## src/rtl/asram_pkg.sv

```systemverilog
// Shared constants and state encoding for the asynchronous SRAM controller.
// Assumes a fixed pad arrangement of four 8-bit lanes, two of them data-capable.
package asram_pkg;
    localparam int LANE_W     = 8;
    localparam int LANES      = 4;
    localparam int DATA_LANES = 2;
    localparam int WIN_LSB    = 20;

    typedef enum logic [2:0] {
        ST_IDLE,
        ST_SETUP,
        ST_HOLD,
        ST_STROBE,
        ST_RECOV,
        ST_GAP
    } seq_state_t;
endpackage

```

## src/rtl/asram_win_decode.sv

```systemverilog
// Window decoder: flags an address whose upper bits fall in an inclusive block range.
// Assumes start <= end; the block size is 2**LSB bytes.
module asram_win_decode #(
    parameter int ADDR_W = 32,
    parameter int LSB    = 20,
    localparam int TAG_W = ADDR_W - LSB
) (
    input  logic [ADDR_W-1:0] addr,
    input  logic [TAG_W-1:0]  win_start,
    input  logic [TAG_W-1:0]  win_end,
    output logic              hit
);
    logic [TAG_W-1:0] tag;

    // Compare the block number against both inclusive bounds.
    always_comb begin
        tag = addr[ADDR_W-1:LSB];
        hit = (tag >= win_start) && (tag <= win_end);
    end
endmodule

```

## src/rtl/asram_phase_seq.sv

```systemverilog
// Phase sequencer: steps through setup, hold, strobe and recovery, each lasting its
// programmed cycle count (0 counts as 1), then enforces an idle gap before the next start.
// Assumes the duration inputs are stable from start until the sequence ends.
module asram_phase_seq
    import asram_pkg::*;
#(
    parameter int CNT_W   = 4,
    parameter int GAP_CYC = 2,
    localparam int GW     = (GAP_CYC > 1) ? $clog2(GAP_CYC) : 1
) (
    input  logic             clk,
    input  logic             rst_n,
    input  logic             start,
    input  logic [CNT_W-1:0] t_setup,
    input  logic [CNT_W-1:0] t_hold,
    input  logic [CNT_W-1:0] t_strobe,
    input  logic [CNT_W-1:0] t_recov,
    output logic             idle,
    output logic             bus_active,
    output logic             strobe_on,
    output logic             strobe_last,
    output logic             done
);
    seq_state_t       state;
    logic [CNT_W-1:0] cnt;
    logic [GW-1:0]    gcnt;

    function automatic logic [CNT_W-1:0] first_cnt(input logic [CNT_W-1:0] d);
        return (d == '0) ? '0 : d - 1'b1;
    endfunction

    // Advance the phase when its down-counter reaches zero.
    always_ff @(posedge clk) begin
        if (!rst_n) begin
            state <= ST_IDLE;
            cnt   <= '0;
            gcnt  <= '0;
        end else begin
            case (state)
                ST_IDLE: if (start) begin
                    state <= ST_SETUP;
                    cnt   <= first_cnt(t_setup);
                end
                ST_SETUP: if (cnt == '0) begin
                    state <= ST_HOLD;
                    cnt   <= first_cnt(t_hold);
                end else cnt <= cnt - 1'b1;
                ST_HOLD: if (cnt == '0) begin
                    state <= ST_STROBE;
                    cnt   <= first_cnt(t_strobe);
                end else cnt <= cnt - 1'b1;
                ST_STROBE: if (cnt == '0) begin
                    state <= ST_RECOV;
                    cnt   <= first_cnt(t_recov);
                end else cnt <= cnt - 1'b1;
                ST_RECOV: if (cnt == '0) begin
                    state <= ST_GAP;
                    gcnt  <= GW'(GAP_CYC - 1);
                end else cnt <= cnt - 1'b1;
                ST_GAP: if (gcnt == '0) state <= ST_IDLE;
                        else gcnt <= gcnt - 1'b1;
                default: state <= ST_IDLE;
            endcase
        end
    end

    // Decode phase flags from the registered state.
    always_comb begin
        idle        = (state == ST_IDLE);
        bus_active  = (state == ST_SETUP) || (state == ST_HOLD) ||
                      (state == ST_STROBE) || (state == ST_RECOV);
        strobe_on   = (state == ST_STROBE);
        strobe_last = strobe_on && (cnt == '0);
        done        = (state == ST_RECOV) && (cnt == '0);
    end

    // The strobe phase is only ever entered from the hold phase.
    assert_strobe_after_hold_R1: assert property (@(posedge clk) disable iff (!rst_n)
        $rose(strobe_on) |-> $past(state) == ST_HOLD);

    // Once an access ends, the bus stays inactive for at least another cycle.
    assert_idle_gap_R11: assert property (@(posedge clk) disable iff (!rst_n)
        $fell(bus_active) |=> !bus_active);
endmodule

```

## src/rtl/asram_lane_mux.sv

```systemverilog
// Lane multiplexer: places address bytes and data bytes on the four pad lanes by port
// width, sets per-lane output-enables and data-mask pins, and gathers read data.
// Assumes only lanes 0 and 1 can ever carry data.
module asram_lane_mux
    import asram_pkg::*;
#(
    localparam int BUS_W  = LANES * LANE_W,
    localparam int DATA_W = DATA_LANES * LANE_W
) (
    input  logic                  wide,
    input  logic                  active,
    input  logic                  is_write,
    input  logic [23:0]           addr,
    input  logic [DATA_W-1:0]     wdata,
    input  logic [DATA_LANES-1:0] be,
    input  logic                  dm_act_high,
    input  logic [DATA_W-1:0]     pad_in,
    output logic [BUS_W-1:0]      pad_out,
    output logic [LANES-1:0]      pad_oe,
    output logic [DATA_LANES-1:0] pad_dm,
    output logic [DATA_W-1:0]     rd_word
);
    logic [BUS_W-1:0] img;
    logic [LANES-1:0] is_data;

    // Build the lane image and data-lane map for the selected width.
    always_comb begin
        if (wide) begin
            img     = {addr[15:8], addr[7:0], wdata[15:0]};
            is_data = 4'b0011;
            rd_word = pad_in;
        end else begin
            img     = {addr[23:16], addr[15:8], addr[7:0], wdata[7:0]};
            is_data = 4'b0001;
            rd_word = {8'h00, pad_in[7:0]};
        end
    end

    for (genvar g = 0; g < LANES; g++) begin : g_lane
        // Drive each lane only during an access; data lanes face outward only on writes.
        always_comb begin
            pad_out[g*LANE_W +: LANE_W] = active ? img[g*LANE_W +: LANE_W] : '0;
            pad_oe[g] = active && (!is_data[g] || is_write);
        end
    end

    for (genvar j = 0; j < DATA_LANES; j++) begin : g_mask
        // Assert the mask on a disabled byte of a write, at the configured level.
        always_comb begin
            pad_dm[j] = (active && is_write && is_data[j] && !be[j]) ? dm_act_high : !dm_act_high;
        end
    end
endmodule

```

## src/rtl/asram_bus_ctrl.sv

```systemverilog
// Asynchronous SRAM bus controller top: accepts one request at a time, checks the chip
// select window, runs the four-phase pin sequence and returns a one-cycle response.
// Assumes configuration inputs are held steady while an access is in progress.
module asram_bus_ctrl
    import asram_pkg::*;
#(
    parameter int ADDR_W  = 32,
    parameter int CNT_W   = 4,
    parameter int GAP_CYC = 2,
    localparam int TAG_W  = ADDR_W - WIN_LSB,
    localparam int BUS_W  = LANES * LANE_W,
    localparam int DATA_W = DATA_LANES * LANE_W
) (
    input  logic                  clk,
    input  logic                  rst_n,
    input  logic                  req_valid,
    output logic                  req_ready,
    input  logic                  req_write,
    input  logic [ADDR_W-1:0]     req_addr,
    input  logic [DATA_W-1:0]     req_wdata,
    input  logic [DATA_LANES-1:0] req_be,
    output logic                  rsp_valid,
    output logic [DATA_W-1:0]     rsp_rdata,
    output logic                  rsp_err,
    input  logic                  cfg_wide,
    input  logic [TAG_W-1:0]      cfg_win_start,
    input  logic [TAG_W-1:0]      cfg_win_end,
    input  logic                  cfg_cs_act_high,
    input  logic                  cfg_dm_act_high,
    input  logic [CNT_W-1:0]      cfg_t_setup,
    input  logic [CNT_W-1:0]      cfg_t_hold,
    input  logic [CNT_W-1:0]      cfg_t_strobe,
    input  logic [CNT_W-1:0]      cfg_t_recov,
    output logic [BUS_W-1:0]      pad_out,
    output logic [LANES-1:0]      pad_oe,
    input  logic [DATA_W-1:0]     pad_in,
    output logic                  pad_cs,
    output logic                  pad_rd_n,
    output logic                  pad_wr_n,
    output logic [DATA_LANES-1:0] pad_dm
);
    logic                  hit, accept, idle, bus_active, strobe_on, strobe_last, done;
    logic [ADDR_W-1:0]     addr_q;
    logic [DATA_W-1:0]     wdata_q, rdata_q, rd_word;
    logic [DATA_LANES-1:0] be_q;
    logic                  wr_q, rsp_valid_q, rsp_err_q;

    asram_win_decode #(.ADDR_W(ADDR_W), .LSB(WIN_LSB)) u_win (
        .addr(req_addr), .win_start(cfg_win_start), .win_end(cfg_win_end), .hit(hit)
    );

    asram_phase_seq #(.CNT_W(CNT_W), .GAP_CYC(GAP_CYC)) u_seq (
        .clk(clk), .rst_n(rst_n), .start(accept && hit),
        .t_setup(cfg_t_setup), .t_hold(cfg_t_hold),
        .t_strobe(cfg_t_strobe), .t_recov(cfg_t_recov),
        .idle(idle), .bus_active(bus_active), .strobe_on(strobe_on),
        .strobe_last(strobe_last), .done(done)
    );

    asram_lane_mux u_lanes (
        .wide(cfg_wide), .active(bus_active), .is_write(wr_q), .addr(addr_q[23:0]),
        .wdata(wdata_q), .be(be_q), .dm_act_high(cfg_dm_act_high), .pad_in(pad_in),
        .pad_out(pad_out), .pad_oe(pad_oe), .pad_dm(pad_dm), .rd_word(rd_word)
    );

    // Handshake: requests are taken only while the sequencer is idle.
    always_comb begin
        req_ready = idle;
        accept    = req_valid && idle;
    end

    // Latch the request, capture read data and produce the completion pulse.
    always_ff @(posedge clk) begin
        if (!rst_n) begin
            addr_q      <= '0;
            wdata_q     <= '0;
            be_q        <= '0;
            wr_q        <= 1'b0;
            rdata_q     <= '0;
            rsp_valid_q <= 1'b0;
            rsp_err_q   <= 1'b0;
        end else begin
            rsp_valid_q <= 1'b0;
            if (accept) begin
                addr_q    <= req_addr;
                wdata_q   <= req_wdata;
                be_q      <= req_be;
                wr_q      <= req_write;
                rdata_q   <= '0;
                rsp_err_q <= !hit;
                if (!hit) rsp_valid_q <= 1'b1;
            end
            if (strobe_last && !wr_q) rdata_q <= rd_word;
            if (done) begin
                rsp_valid_q <= 1'b1;
                rsp_err_q   <= 1'b0;
            end
        end
    end

    // Control pins follow the registered phase.
    always_comb begin
        pad_cs    = bus_active ? cfg_cs_act_high : !cfg_cs_act_high;
        pad_rd_n  = !(strobe_on && !wr_q);
        pad_wr_n  = !(strobe_on && wr_q);
        rsp_valid = rsp_valid_q;
        rsp_err   = rsp_err_q;
        rsp_rdata = rdata_q;
    end

    // Read and write strobes are never low together.
    assert_strobe_excl_R3: assert property (@(posedge clk) disable iff (!rst_n)
        pad_rd_n || pad_wr_n);

    // Data lane 0 never drives while the read strobe is low.
    assert_read_lane_in_R7: assert property (@(posedge clk) disable iff (!rst_n)
        !pad_rd_n |-> !pad_oe[0]);

    // The top lane always carries address while chip select is active.
    assert_addr_lane_out_R5: assert property (@(posedge clk) disable iff (!rst_n)
        (pad_cs == cfg_cs_act_high) |-> pad_oe[LANES-1]);

    // A window miss completes with the bus quiet.
    assert_miss_quiet_R10: assert property (@(posedge clk) disable iff (!rst_n)
        (rsp_valid && rsp_err) |-> ((pad_cs != cfg_cs_act_high) && pad_rd_n && pad_wr_n && (pad_oe == '0)));

    // The request port is only ready while chip select is inactive.
    assert_ready_idle_R11: assert property (@(posedge clk) disable iff (!rst_n)
        req_ready |-> (pad_cs != cfg_cs_act_high));
endmodule

```

## config.mk

```make
export PLATFORM = sky130hd
export DESIGN_NAME = asram_bus_ctrl
export DESIGN_NICKNAME = d
export VERILOG_FILES = /design/src/rtl/asram_pkg.sv /design/src/rtl/asram_win_decode.sv /design/src/rtl/asram_phase_seq.sv /design/src/rtl/asram_lane_mux.sv /design/src/rtl/asram_bus_ctrl.sv
export SDC_FILE = /design/constraint.sdc
export NUM_CORES = 1
export LEC_CHECK = 0
export BUFFER_PORTS_ARGS = -buffer_cell sky130_fd_sc_hd__buf_4
export CELL_PAD_IN_SITES_DETAIL_PLACEMENT = 1
export CELL_PAD_IN_SITES_GLOBAL_PLACEMENT = 2
export CORE_MARGIN = 2
export CORE_UTILIZATION = 28
export DETAILED_ROUTE_END_ITERATION = 6
export PLACE_DENSITY = 0.95
export SLEW_MARGIN = 15
export SYNTH_ARGS = -nofsm -noshare
export SYNTH_HDL_FRONTEND = slang
export SYNTH_SLANG_ARGS = --single-unit
```

## constraint.sdc

```tcl
create_clock -name clk -period 5.3 [get_ports clk]
set_input_delay 0.265 -clock clk [delete_from_list [all_inputs] [get_ports clk]]
set_output_delay 0.265 -clock clk [all_outputs]
set_load 0.03 [all_outputs]
```

# After elaboration in Yosys (flattened, before gate mapping)
# Cells that the tools add are included.
dict set report classes {
  reduce_logical 49
  n_eq_ne 12
  addsub 6
  n_lt_le_gt_ge 2
  n_bitwise 1
  mux 35
}
# op count
set ops {}
lappend ops {{$mux 16} 3}
lappend ops {{$mux 4} 9}
lappend ops {{$mux 32} 1}
lappend ops {{$mux 8} 4}
lappend ops {{$logic_not 4->1} 5}
lappend ops {{$pmux 4 s5} 1}
lappend ops {{$sub 4x1->4 const B} 5}
lappend ops {{$mux 3} 6}
lappend ops {{$pmux 3 s6} 1}
lappend ops {{$logic_and 1x1->1} 17}
lappend ops {{$ge 12x12->1} 1}
lappend ops {{$le 12x12->1} 1}
lappend ops {{$logic_not 1->1} 10}
lappend ops {{$ne 2x1->1 const B} 5}
lappend ops {{$mux 1} 8}
lappend ops {{$logic_or 1x1->1} 7}
lappend ops {{$eq 3x2->1 const B} 2}
lappend ops {{$eq 3x3->1 const B} 2}
lappend ops {{$reduce_and 6->1} 1}
lappend ops {{$reduce_bool 5->1} 1}
lappend ops {{$ne 2x2->1 const B} 2}
lappend ops {{$reduce_bool 2->1} 2}
lappend ops {{$eq 3x1->1 const B} 1}
lappend ops {{$logic_not 3->1} 1}
lappend ops {{8 further kinds} 9}
dict set report word_totals {
  output_inout_bits 60
  reg_bits 69
}

# Depth between registers and ports, before layout
dict set report logic_depth {
  ltp_word 8
  depth_mapped 9
}

# By module
# Synthesis repeated with hierarchy kept, for this count alone.
dict set report unflattened {
  hier_cells 584
  hier_area_um2 4943.5
}
# mod cells_each instances area_per_inst_um2 seq_area_each_um2
set modules_own_cells {}
lappend modules_own_cells {asram_bus_ctrl 286 1 2715.1 1221.2}
lappend modules_own_cells {asram_phase_seq 128 1 937.1 160.2}
lappend modules_own_cells {asram_lane_mux 88 1 700.7 0.0}
lappend modules_own_cells {asram_win_decode 82 1 590.6 0.0}

# Worst setup path after synthesis
# No wires, ideal clock.
dict set report synth_path {
  path_kind {flip-flop to output port}
  start {reg u_seq.state[0]}
  end {out pad_dm[1]}
  setup_slack_ps 2988
  stages_incl_launch_ff 7
  t_required_ps 5035
  n_path_buf 1
  t_arrival_ps 2047
  cell_sequence {dfxtp_1 -> nor2_2 -> xor2_1 -> clkbuf_1 -> nor2_1 -> nand3b_1 -> xor2_1}
}
dict set report synth_via {
  elab_chain_len 8
  elab_cells_between_ends 11
  classes_between {4 x eq/ne; 1 x mux; 6 x reduce/logical}
}
# element line_no
set synth_rtl {}
lappend synth_rtl {{start, declared} asram_phase_seq.sv:24} ;# seq_state_t state;
lappend synth_rtl {{start signal, assigned} asram_phase_seq.sv:35} ;# state <= ST_IDLE;
lappend synth_rtl {{start signal, assigned} asram_phase_seq.sv:41} ;# state <= ST_SETUP;
lappend synth_rtl {{start signal, assigned} asram_phase_seq.sv:45} ;# state <= ST_HOLD;
lappend synth_rtl {{$eq 3x1->1 or $eq 3x2->1 (tied branches)} asram_phase_seq.sv:70} ;# bus_active = (state == ST_SETUP) || (state == ST_HOLD) ||
lappend synth_rtl {{$logic_or 1x1->1 (2 in series)} asram_phase_seq.sv:70}
lappend synth_rtl {{$logic_or 1x1->1 *} asram_phase_seq.sv:71} ;# (state == ST_STROBE) || (state == ST_RECOV);
lappend synth_rtl {{$logic_and 1x1->1 * (3 in series)} asram_lane_mux.sv:50} ;# pad_dm[j] = (active && is_write && is_data[j] && !be[j]) ? dm_act_high : !dm_act_high;
lappend synth_rtl {{$mux 1 *} asram_lane_mux.sv:50}
lappend synth_rtl {{end, declared} asram_bus_ctrl.sv:40} ;# output logic [DATA_LANES-1:0] pad_dm
# Mark *: on every way between the ends. The rest lies on a longest branch, timed or not.

# Worst setup path in the final report
dict set report layout_path {
  start {reg u_seq.state[0]}
  end {out pad_out[3]}
}
dict set report layout_via {
  elab_chain_len 5
  elab_cells_between_ends 8
  classes_between {4 x eq/ne; 1 x mux; 3 x reduce/logical}
}
# element line_no
set layout_rtl {}
lappend layout_rtl {{$eq 3x1->1 or $eq 3x2->1 (tied branches)} asram_phase_seq.sv:70}
lappend layout_rtl {{$logic_or 1x1->1 (2 in series)} asram_phase_seq.sv:70}
lappend layout_rtl {{$logic_or 1x1->1 *} asram_phase_seq.sv:71}
lappend layout_rtl {{$mux 8 *} asram_lane_mux.sv:42} ;# pad_out[g*LANE_W +: LANE_W] = active ? img[g*LANE_W +: LANE_W] : '0;
lappend layout_rtl {{end, declared} asram_bus_ctrl.sv:34} ;# output logic [BUS_W-1:0] pad_out,
# Marked as above.

==> summary.txt <==
STA
  – Final setup fails: 0
  – Relative slew slack: between 20 and 30%
  – Setup Skew: around 0.0095 ns
  – Least-Margin Pin Slew: 1.07 ns
  – Final hold violation count: 0
  – RSZ-0062 raised after global routing: no
  – Period utilisation layout: about 50%
  – Final min period: about 2.6 ns
  – Fin Setup TNS: 0 ns
  – Max-slew violations: 0
  – FMAX: about 380 MHz

Global route
  – First-pass GRT wire length: between 20000 and 25000 um
  – Pin count of the biggest net entering global routing: 69
  – Vias in the first global route: 4666
  – GRT Util Overall: 18.3%
  – Initial antenna violation count: 0
  – Gr ovfl total: 0

Clocking
  – Htree depth: 3
  – Root Driver: clkbuf_16
  – Hold-fix buffers, CTS: 0
  – Resize count post-CTS: 0
  – Clock buffer depth: 2
  – CTS tree: built
  – Clk_lat worst skew: 0.33 ns
  – Number of buffers added for setup after CTS: 0
  – TritonCTS Buffers: 9
  – CTS clock-pin slew for the worst setup and hold paths: about 0.06 ns
  – Clk sinks: 69

Floorplan
  – Boundary Pins: ~170
  – Row count: 44
  – Core Area: 14600 um2
  – Full die area: approximately 16000 um2
  – Die width: about 130 um
  – Starting Density: approximately 29%
  – Die H: roughly 130 um

Routing
  – Final wirelength: approximately 15000 um
  – DRC viols: 0
  – 1st-iter DRT viols: 227
  – TritonRoute pass-1 iters: 4
  – DR vias/cell: 5.01
  – DRT antenna net count: 0
  – Routed len/inst: 16.5 um
  – Via count: roughly 4.5k

Yosys
  – Most used flip-flop cell after synthesis: dfxtp_1
  – Sequential-to-total area share from yosys stat: between 30% and 40%
  – Post-synthesis cell count: around 560
  – Number of synthesized flops with an enable pin: 0
  – Post-synthesis cell type count: 52
  – Post-synthesis average cell area: 7.51 um2
  – Mapped Nets: ~700
  – Netlist Area Pre-Place: 4230 um2
  – Post-synth ARST share: 0%
  – YS warnings: 0
  – Synth Register Bits: approximately 70

Worst setup path
  – Worst EP required: 5.04 ns
  – Reg-to-reg endpoint: u_seq.cnt[0]
  – Crit path from: u_seq.state[0]
  – Critical Path Sink: pad_out[3]
  – Worst reg2reg startpoint: u_seq.state[0]
  – WP data arrival: 2.38 ns
  – WS Path Type: reg -> out
  – Startpoint types: flop
  – Reg2reg setup slack: approximately 2.7 ns
  – Crit. End Element: primary output
  – Worst-path maximum fanout: 31
  – Register-to-Register Path Depth: 8

Finish
  – Most frequent cells in the layout: 174 x buf_4, 109 x nand2_1, 76 x a21oi_1
  – Cell Count, Final, Fillers Out: 900
  – Filler cell count: between 1.5k and 2k
  – Diode count: 0
  – Area growth syn-to-layout: 40.1%
  – # nets final: about 860
  – Layout cell share with drive strength beyond 1: roughly 29%
  – Commonest non-fill, non-tap cell in the layout: buf_4

Place
  – Post-Place Cells: about 880
  – Gpl congestion: between 0.8 and 0.9
  – PortBufs: 172
  – HPWL after DPL: around 11000 um

Pwr
  – Static Leak: 2.71 nW
  – Worst vdd ir: roughly 160 uV
  – Power Dens Cells: ~290 nW/um2

Run status
  – Run status: completed

Job
  – Max Cap Violations: 0

Worst hold path
  – HP Class: in -> reg
stage by stage:
| step | util, % | worst slack [ns] | power, mW | instance area [um2] | hold WS, ns |
|---|---|---|---|---|---|
| 2_1_floorplan | - | 2.99 | 0.912 | 4230 | 0.381 |
| 3_3_place_gp | 38.4 | 2.92 | 1.08 | 5620 | 0.439 |
| 3_5_place_dp | 38.4 | 2.76 | 1.10 | 5620 | 0.446 |
| 4_1_cts | 40.4 | 2.65 | 1.70 | 5920 | 0.172 |
| 5_1_grt | 40.5 | 2.46 | 1.78 | 5920 | 0.174 |
| 6_report | 40.5 | 2.66 | 1.69 | 5920 | 0.184 |
worst min-delay path by stage:
| stage | startpoint | end | slack [ns] | depth (start not counted) |
|---|---|---|---|---|
| final | req_addr[2] | addr_q[2] | 0.18 | 3 |
| after global routing | pad_in[3] | rsp_rdata[3] | 0.17 | 3 |
| after CTS | req_addr[2] | addr_q[2] | 0.17 | 3 |
| after global placement | wdata_q[0] | wdata_q[0] | 0.44 | 2 |
| after detailed placement | wdata_q[1] | wdata_q[1] | 0.45 | 2 |
| after floorplan | rst_n | rsp_err | 0.38 | 2 |
state kept, by name (all words and copies together) (netlist names):
| name | count |
|---|---|
| wr_q | 1 |
| rsp_err | 1 |
| addr_q | 24 |
| u_seq.cnt | 4 |
| wdata_q | 16 |
| rsp_valid | 1 |
| rsp_rdata | 16 |
| u_seq.gcnt | 1 |
| be_q | 2 |
| u_seq.state | 3 |
where the power goes:
part,switching [mW],internal [mW],total [mW]
combinational,0.299,0.197,0.497
sequential,0.0347,0.559,0.593
clock,0.237,0.366,0.602
total,0.571,1.12,1.69
final cells by class:
| class | count | area (um2) | share of cell area, % |
|---|---|---|---|
| Inverter | 43 | 161 | 2.72 |
| Tap cell | 184 | 230 | 3.89 |
| Clock buffer | 9 | 225 | 3.80 |
| Timing Repair Buffer | 174 | 1310 | 22.0 |
| Sequential cell | 69 | 1380 | 23.3 |
| Clock inverter | 7 | 73.8 | 1.25 |
| Multi-Input combinational cell | 414 | 2550 | 43.0 |
cell usage after synthesis, drive strengths merged, types with 2 or more instances:
| cell type | count | area share, % |
|---|---|---|
| o21bai | 2 | 0.36 |
| dfxtp | 69 | 33 |
| and2 | 10 | 1.5 |
| nand4 | 6 | 0.89 |
| a311oi | 2 | 0.41 |
| o21a | 2 | 0.36 |
| ha | 32 | 9.5 |
| nand3b | 2 | 0.36 |
| nor3b | 3 | 0.65 |
| o22ai | 2 | 0.30 |
| inv | 43 | 3.8 |
| a211oi | 3 | 0.53 |
| xor2 | 3 | 0.62 |
| a21o | 2 | 0.38 |
| clkbuf | 28 | 2.5 |
| or3b | 3 | 0.62 |
| buf | 9 | 1.2 |
| o31a | 3 | 0.62 |
| o21ai | 14 | 1.7 |
| nor3 | 14 | 1.8 |
| a21oi | 76 | 9.0 |
| mux2i | 30 | 7.1 |
| nand2 | 110 | 9.8 |
| nand3 | 29 | 3.4 |
| xnor2 | 5 | 1.0 |
| a211o | 2 | 0.41 |
| a31oi | 3 | 0.44 |
| o31ai | 4 | 0.95 |
| nor4 | 4 | 0.59 |
| or4b | 2 | 0.56 |
| nor2 | 34 | 3.1 |
| nand2b | 2 | 0.47 |
routing by layer:
metal | global-route usage, % | wire [um] | share of wire, %
met1 | 23.4 | 6560 | 44
met2 | 32.1 | 7360 | 50
met3 | 3.71 | 713 | 4.8
met4 | 3.62 | 198 | 1.3
met5 | 0 | 0 | 0
worst max-delay path, stage by stage (launching register included):
cell and delay, ns:
dfxtp_1 0.45, nor2_2 0.38, xor2_2 0.16, buf_4 0.34
inv_1 0.29, and2_1 0.26, buf_4 0.17
cells by family (layout without fill, tap and decap cells):
logic type / after synthesis / in the layout / share of synthesized area, %
adders and majority gates: 32 / 32 / 9.47
AOI/OAI and AO/OA: 123 / 123 / 17.5
and+or+nand+nor: 221 / 221 / 24.1
xor gates and xnor gates: 8 / 8 / 1.66
DFF: 69 / 69 / 32.7
buffers and inverters: 80 / 233 / 7.49
muxes: 30 / 30 / 7.10
No activity file was read; power rests on OpenSTA's default activity.
